==> src/rtl/pwm_fine_pkg.sv <==
// Shared types for the PWM timer.
// Assumes: nothing beyond standard SystemVerilog.
package pwm_fine_pkg;

    // Which count-clock edge moves the output into its active state.
    typedef enum logic {
        EDGE_RISE = 1'b0,
        EDGE_FALL = 1'b1
    } act_edge_e;

endpackage

==> src/rtl/pwm_tick_counter.sv <==
// Up-counter that wraps to zero when it matches the period compare value.
// In fine mode the compare uses the halved period value against the low
// CNT_W-1 count bits. The next-count value is exported so that downstream
// state can be registered in step with the count.
// Assumes: cnt_clr has priority over run; rst_n is synchronous.
module pwm_tick_counter #(
    parameter int CNT_W = 16
) (
    input  logic             clk,
    input  logic             rst_n,
    input  logic             cnt_clr,
    input  logic             run,
    input  logic             fine,
    input  logic [CNT_W-1:0] cmp_b,
    output logic [CNT_W-1:0] cnt_nxt,
    output logic             wrap
);
    localparam int HALF_W = CNT_W - 1;

    logic [CNT_W-1:0] cnt_q;
    logic [CNT_W-1:0] cnt_eff;
    logic [CNT_W-1:0] b_eff;

    // Effective count and period values for the selected resolution.
    always_comb begin
        cnt_eff = fine ? {1'b0, cnt_q[HALF_W-1:0]} : cnt_q;
        b_eff   = fine ? {1'b0, cmp_b[CNT_W-1:1]} : cmp_b;
    end

    // Wrap detection and next-count selection.
    always_comb begin
        wrap = run && (cnt_eff == b_eff);
        if (!run)
            cnt_nxt = cnt_q;
        else if (wrap)
            cnt_nxt = '0;
        else
            cnt_nxt = cnt_q + 1'b1;
    end

    // Count register.
    always_ff @(posedge clk) begin
        if (!rst_n || cnt_clr)
            cnt_q <= '0;
        else
            cnt_q <= cnt_nxt;
    end


    cnt_hold_chk: assert property (@(posedge clk) disable iff (!rst_n)
        (!cnt_clr && !run) |=> (cnt_q == $past(cnt_q)));


    cnt_wrap_chk: assert property (@(posedge clk) disable iff (!rst_n)
        (!cnt_clr && wrap) |=> (cnt_q == '0));

endmodule

==> src/rtl/pwm_compare_unit.sv <==
// Registers the output state and the two match flags from the next count,
// so the state lines up with the count it belongs to. Compare A only acts
// when its effective value is below the effective period value.
// Assumes: cnt_nxt and wrap come from pwm_tick_counter in the same cycle.
module pwm_compare_unit #(
    parameter int CNT_W = 16
) (
    input  logic             clk,
    input  logic             rst_n,
    input  logic             cnt_clr,
    input  logic             run,
    input  logic             fine,
    input  logic [CNT_W-1:0] cmp_a,
    input  logic [CNT_W-1:0] cmp_b,
    input  logic [CNT_W-1:0] cnt_nxt,
    input  logic             wrap,
    output logic             act_q,
    output logic             flag_a_q,
    output logic             flag_b_q
);
    localparam int HALF_W = CNT_W - 1;

    logic [CNT_W-1:0] a_eff;
    logic [CNT_W-1:0] b_eff;
    logic [CNT_W-1:0] nxt_eff;
    logic             a_valid;

    // Effective compare operands for the selected resolution.
    always_comb begin
        a_eff   = fine ? {1'b0, cmp_a[CNT_W-1:1]} : cmp_a;
        b_eff   = fine ? {1'b0, cmp_b[CNT_W-1:1]} : cmp_b;
        nxt_eff = fine ? {1'b0, cnt_nxt[HALF_W-1:0]} : cnt_nxt;
        a_valid = a_eff < b_eff;
    end

    // Output state and one-cycle match flags.
    always_ff @(posedge clk) begin
        if (!rst_n || cnt_clr) begin
            act_q    <= 1'b0;
            flag_a_q <= 1'b0;
            flag_b_q <= 1'b0;
        end else begin
            act_q    <= a_valid && (nxt_eff >= a_eff);
            flag_a_q <= run && a_valid && (nxt_eff == a_eff);
            flag_b_q <= wrap;
        end
    end


    flag_a_active_chk: assert property (@(posedge clk) disable iff (!rst_n)
        flag_a_q |-> act_q);


    flag_b_idle_chk: assert property (@(posedge clk) disable iff (!rst_n)
        flag_b_q |-> (!act_q || ($past(a_eff) == '0)));


    clr_idle_chk: assert property (@(posedge clk) disable iff (!rst_n)
        cnt_clr |=> (!act_q && !flag_a_q && !flag_b_q));

endmodule

==> src/rtl/pwm_out_stage.sv <==
// Output stage: optionally delays the activation edge by half a clock using
// a falling-edge copy of the state, then applies enable and polarity.
// Assumes: act_q changes only on rising edges; the deactivation edge is
// never delayed because the AND drops as soon as act_q drops.
module pwm_out_stage
    import pwm_fine_pkg::*;
(
    input  logic clk,
    input  logic rst_n,
    input  logic act_q,
    input  logic half_dly,
    input  logic out_en,
    input  logic idle_lvl,
    output logic tout,
    output logic toutn
);
    act_edge_e edge_sel;
    logic      act_fall_q;
    logic      act_shaped;

    // Pick the activation edge from the fine-mode delay request.
    always_comb edge_sel = half_dly ? EDGE_FALL : EDGE_RISE;

    // Falling-edge copy of the rising-edge state.
    always_ff @(negedge clk) begin
        if (!rst_n)
            act_fall_q <= 1'b0;
        else
            act_fall_q <= act_q;
    end

    // Combine the copies so that only the activation edge is delayed.
    always_comb begin
        unique case (edge_sel)
            EDGE_FALL: act_shaped = act_q && act_fall_q;
            default:   act_shaped = act_q;
        endcase
    end

    // Enable gating and polarity.
    always_comb begin
        tout  = out_en ? (act_shaped ^ idle_lvl) : idle_lvl;
        toutn = ~tout;
    end


    fall_copy_chk: assert property (@(posedge clk) disable iff (!rst_n)
        $rose(act_q) |-> act_fall_q);

endmodule

==> src/rtl/pwm_fine_timer.sv <==
// PWM timer top: counter, compare unit and output stage.
// Assumes: compare values and mode bits are quasi-static, written by a
// register block outside; the count clock comes from an external prescaler.
module pwm_fine_timer #(
    parameter int CNT_W = 16
) (
    input  logic             clk,
    input  logic             rst_n,
    input  logic             cnt_clr,
    input  logic             run,
    input  logic             out_en,
    input  logic [CNT_W-1:0] cmp_a,
    input  logic [CNT_W-1:0] cmp_b,
    input  logic             fine,
    input  logic             lvl_sel,
    input  logic             pol_inv,
    output logic             tout,
    output logic             toutn,
    output logic             flag_a,
    output logic             flag_b
);
    logic [CNT_W-1:0] cnt_nxt;
    logic             wrap;
    logic             act_q;
    logic             idle_lvl;
    logic             half_dly;

    // Start level and half-cycle delay request.
    always_comb begin
        idle_lvl = lvl_sel ^ pol_inv;
        half_dly = fine && cmp_a[0];
    end

    pwm_tick_counter #(.CNT_W(CNT_W)) u_cnt (
        .clk     (clk),
        .rst_n   (rst_n),
        .cnt_clr (cnt_clr),
        .run     (run),
        .fine    (fine),
        .cmp_b   (cmp_b),
        .cnt_nxt (cnt_nxt),
        .wrap    (wrap)
    );

    pwm_compare_unit #(.CNT_W(CNT_W)) u_cmp (
        .clk      (clk),
        .rst_n    (rst_n),
        .cnt_clr  (cnt_clr),
        .run      (run),
        .fine     (fine),
        .cmp_a    (cmp_a),
        .cmp_b    (cmp_b),
        .cnt_nxt  (cnt_nxt),
        .wrap     (wrap),
        .act_q    (act_q),
        .flag_a_q (flag_a),
        .flag_b_q (flag_b)
    );

    pwm_out_stage u_out (
        .clk      (clk),
        .rst_n    (rst_n),
        .act_q    (act_q),
        .half_dly (half_dly),
        .out_en   (out_en),
        .idle_lvl (idle_lvl),
        .tout     (tout),
        .toutn    (toutn)
    );

endmodule

==> config.mk <==
export PLATFORM = sky130hd
export DESIGN_NAME = pwm_fine_timer
export DESIGN_NICKNAME = d
export VERILOG_FILES = /design/src/rtl/pwm_fine_pkg.sv /design/src/rtl/pwm_tick_counter.sv /design/src/rtl/pwm_compare_unit.sv /design/src/rtl/pwm_out_stage.sv /design/src/rtl/pwm_fine_timer.sv
export SDC_FILE = /design/constraint.sdc
export NUM_CORES = 1
export LEC_CHECK = 0
export BUFFER_PORTS_ARGS = -buffer_cell sky130_fd_sc_hd__buf_4
export CAP_MARGIN = 40
export CORE_MARGIN = 2
export CORE_UTILIZATION = 40
export CTS_CLUSTER_SIZE = 25
export DETAILED_ROUTE_END_ITERATION = 7
export PLACE_DENSITY_LB_ADDON = 0.2
export SLEW_MARGIN = 30
export SYNTH_ARGS = -nofsm -noshare
export SYNTH_HDL_FRONTEND = slang
export SYNTH_SLANG_ARGS = --single-unit
==> constraint.sdc <==
create_clock -name clk -period 8.2 [get_ports clk]
set_clock_uncertainty 0.05 [all_clocks]
set_input_delay 1.64 -clock clk [delete_from_list [all_inputs] [get_ports clk]]
set_output_delay 1.64 -clock clk [all_outputs]
set_load 0.005 [all_outputs]
After elaboration in Yosys (flattened, before gate mapping)
Cells that the tools add are included.

storage, ports and cells
  bits in registers = 20
  bits in latches = 0
  memory bits (writable) = 0
  memory bits (read-only) = 0
  input port bits = 40
  output and inout bits = 4
  word-level logic and storage cells = 30
  memories kept = 0

operators by class
  add/subtract/negate cells = 1
  $mul = 0
  divide/modulo/power cells = 0
  $lt $le $gt $ge = 2
  equality and inequality tests = 2
  shift operators = 0
  multiplexer cells = 9
  bitwise gates (word level) = 3
  reductions and logical operators = 8

operator list
  operator                                                         count
  16-bit two-way mux                                               6
  16-bit equality test                                             2
  16-bit by 1-bit adder with 16-bit output, second input constant  1
  16-bit >= comparator                                             1
  16-bit less-than comparator                                      1
  1-bit logical AND                                                6
  1-bit two-way mux                                                3
  1-bit bitwise XOR                                                2
  1-bit zero test                                                  1
  1-bit logical OR                                                 1
  1-bit inverter                                                   1

Longest topological paths before layout
  depth in word-level cells = 8
  gate-level depth with buffers = 16
  depth with buffers taken out = 13

Modules after synthesis
From an unflattened synthesis, not the netlist that was laid out.

second synthesis, totals
  cell total of the unflattened synthesis = 290
  area total of the unflattened synthesis = 2491.1 um^2

modules (own cells, without submodules)
  module            instances  cells each  area an instance (um^2)  sequential area each (um^2)
  pwm_tick_counter  1          145         1252.5                   320.3
  pwm_compare_unit  1          136         1159.9                   60.1
  pwm_out_stage     1          7           63.8                     20.0
  pwm_fine_timer    1          2           15.0                     0.0

==> impl_metrics.tcl <==
set metrics [dict create \
    synthCells 280 \
    routedWlPerCell_um 14.36 \
    fill_cells 580 \
    grt_pass1_vias 1911 \
    drv_cap 0 \
    cp_max_fo 2 \
    setup_tns_ns 0 \
    synth_cell_types 40 \
    ctsHoldBuffers 0 \
    seq_area_frac_synth 0.1750 \
    yosysWarnings 0 \
    vias_per_cell 5.235 \
    antenna_found_initial 0 \
    synth.area.mux_share 0.1449 \
    powerDensity_mw_per_mm2 94.64 \
    synthArstFlopShare 0 \
    stdcell_area_mm2 0.002678 \
    synthSimpleGateAreaFrac 0.2072 \
    drt-pass1-iter-count 4 \
    end_kind "output pin" \
    yosys.area_share.adder 0.1750 \
    die_w_um 79.64 \
    hold_path.class "reg -> reg" \
    clock-root-buffer "clkbuf_8" \
    clk_latency_ns 0.26 \
    portBuffers 43 \
    grt_pass1_wl_um 9163 \
    start_kind "flop" \
    slew_headroom 0.5706 \
    syn_avg_cell_area_um2 8.173 \
    worstPathArrival_ns 5.30 \
    cts_buffers 3 \
    vias 2026 \
    drt_iter0_drc 94 \
    status "finished, final reports clean" \
    hold_viol 0 \
    cts_setup_buffers 0 \
    coreArea_mm2 0.005507 \
    die_y_um 79.64 \
    drive_gt1_frac 0.1651 \
    start_util 0.4156 \
    clock_sinks 20 \
    synth_xor_area_frac 0.1340 \
    worst_pin_slew_ns 0.6425 \
    die_area_mm2 0.006343 \
    num_rows 27 \
    slew_viol_final 0 \
    cts_resized 0 \
    syn_nets 352 \
    synth-seq-cells 20 \
    cts_tree "built" \
    clk_path_buf_depth 2 \
    wl_um 5557 \
    hold_start "u_cnt.cnt_q[1]" \
    synthTopCellsByArea "dfxtp_1 17%, ha_1 17%, mux2i_1 14%, xor2_1 7.3%, xnor2_1 6.1%" \
    rsz0062_at_grt "no" \
    synthToLayoutAreaGrowth_pct 17.00 \
    place_area_mm2 0.002621 \
    synth_flop_cell "dfxtp_1" \
    cts_max_level 1 \
    synth_compound_area_frac 0.09951 \
    ant_nets 0 \
    hpwl_um 4611 \
    synth_top_family_by_area "simple AND/OR/NAND/NOR gates" \
    synth_area_mm2 0.002288 \
    finalNetCount 388 \
    reg2reg_from "u_cmp.act_q" \
    synth_top_cell_by_area "dfxtp_1" \
    path_clk_slew_ns 0.08 \
    path_class "reg -> out" \
    critPathLaunch "u_out.act_fall_q" \
    globalRouteOverflowTotal 0 \
    antenna_cells 0 \
    route.detailed.drc 0 \
    crit_required_ns 6.51 \
    grt_max_degree 46 \
    place_congestion 0.8581 \
    synth_top_area_share 0.1750 \
    synth-edff-count 0 \
    vdd_ir_drop_max_uv 54.41 \
    p_leak_nw 1.301 \
    track_usage 0.1846 \
    finalSetupViolCount 0 \
    ios 44 \
]
synth_stat cells (all sizes together) (2+ instances only):
cell and count:
o21ai 4, clkbuf 4, inv 18, nor2b 3, nand3 2, a21oi 13
or2 2, nor2 24, and3 4, ha 32, nand4 12, mux2i 32
a21o 4, o211ai 2, xnor2 16, buf 9, nor3 18, xor2 19
o21a 4, nand2 17, nand2b 7, dfxtp 20
worst paths after layout:
kind	endpoint	slack, ns	cells after the start
worst min-delay path	u_cnt.cnt_q[1]	0.51	2
worst min register to register	u_cnt.cnt_q[1]	0.51	2
worst max register to register	u_out.act_fall_q	3.57	1
worst max-delay path	toutn	1.21	5
kinds of logic (layout without fill, tap and decap cells):
logic type	count (synthesis)	in the layout
AO/OA/AOI/OAI	35	35
XOR/XNOR	35	35
adder cells (fa/ha/maj)	32	32
buffers and inverters	31	66
flip-flops	20	20
multiplexers	33	33
AND/OR/NAND/NOR	94	94
metrics by stage:
| step | power, W | std cells | worst slack, ns | util | hold WS (ns) |
|---|---|---|---|---|---|
| final | 0.0002534 | 387 | 1.205 | 0.4863 | 0.5072 |
| after CTS | 0.0002554 | 386 | 1.199 | 0.4842 | 0.5136 |
| after global routing | 0.0002724 | 387 | 1.094 | 0.4863 | 0.5707 |
| after global placement | 0.0001853 | 382 | 1.585 | 0.4760 | 0.4956 |
| after detailed placement | 0.0001866 | 382 | 1.554 | 0.4760 | 0.4998 |
| after floorplan | 0.0001550 | 280 | 1.678 | - | 0.4694 |
sequential cells by signal, summed over array words and instances (netlist names):
| register | flops |
|---|---|
| u_cmp.flag_b_q | 1 |
| u_cmp.flag_a_q | 1 |
| u_cmp.act_q | 1 |
| u_cnt.cnt_q | 16 |
| u_out.act_fall_q | 1 |
cell type report:
cell class                      instances  area, µm²  area share
Multi-Input combinational cell        229       1740      0.6500
Timing Repair Buffer                   44      334.1      0.1248
Sequential cell                        20      400.4      0.1495
Inverter                               17      63.81     0.02383
Clock buffer                            3      41.29     0.01542
Clock inverter                          2      7.507    0.002804
Tap cell                               72      90.09     0.03364
critical path, stage by stage (launching register included):
cell,delay (ns)
dfxtp_1,0.31
inv_1,0.04
a31oi_1,0.19
xnor2_1,0.16
inv_1,0.05
buf_4,0.13
layout by cell type (no fill, tap or decap), types with 2 or more instances in the layout:
master    instances
a21oi_1          13
o211ai_1          2
and3_1            4
nand2_1          17
dfxtp_1          20
clkbuf_8          3
nor3_1           18
a21o_1            4
xor2_1           19
inv_1            18
xnor2_1          16
nand4_1          12
nand2b_1          7
nor2b_1           3
or2_2             2
o21a_1            4
buf_4            43
nor2_1           23
nand3_1           2
ha_1             32
mux2i_1          32
o21ai_0           4
per-layer routing:
layer	wire length [µm]	vias up	GRT usage
met2	2663	20	0.3101
li1	-	1067	-
met3	159	4	0.01810
met1	2684	935	0.2539
met5	0	-	0
met4	48	0	0.04138
power by group:
part | switching (W) | leakage (nW) | internal, W
registers | 0.000000514 | 0.161 | 0.0000974
clock network | 0.0000360 | 0.0285 | 0.0000341
logic | 0.0000430 | 1.11 | 0.0000424
No activity file was read; power rests on OpenSTA's default activity.
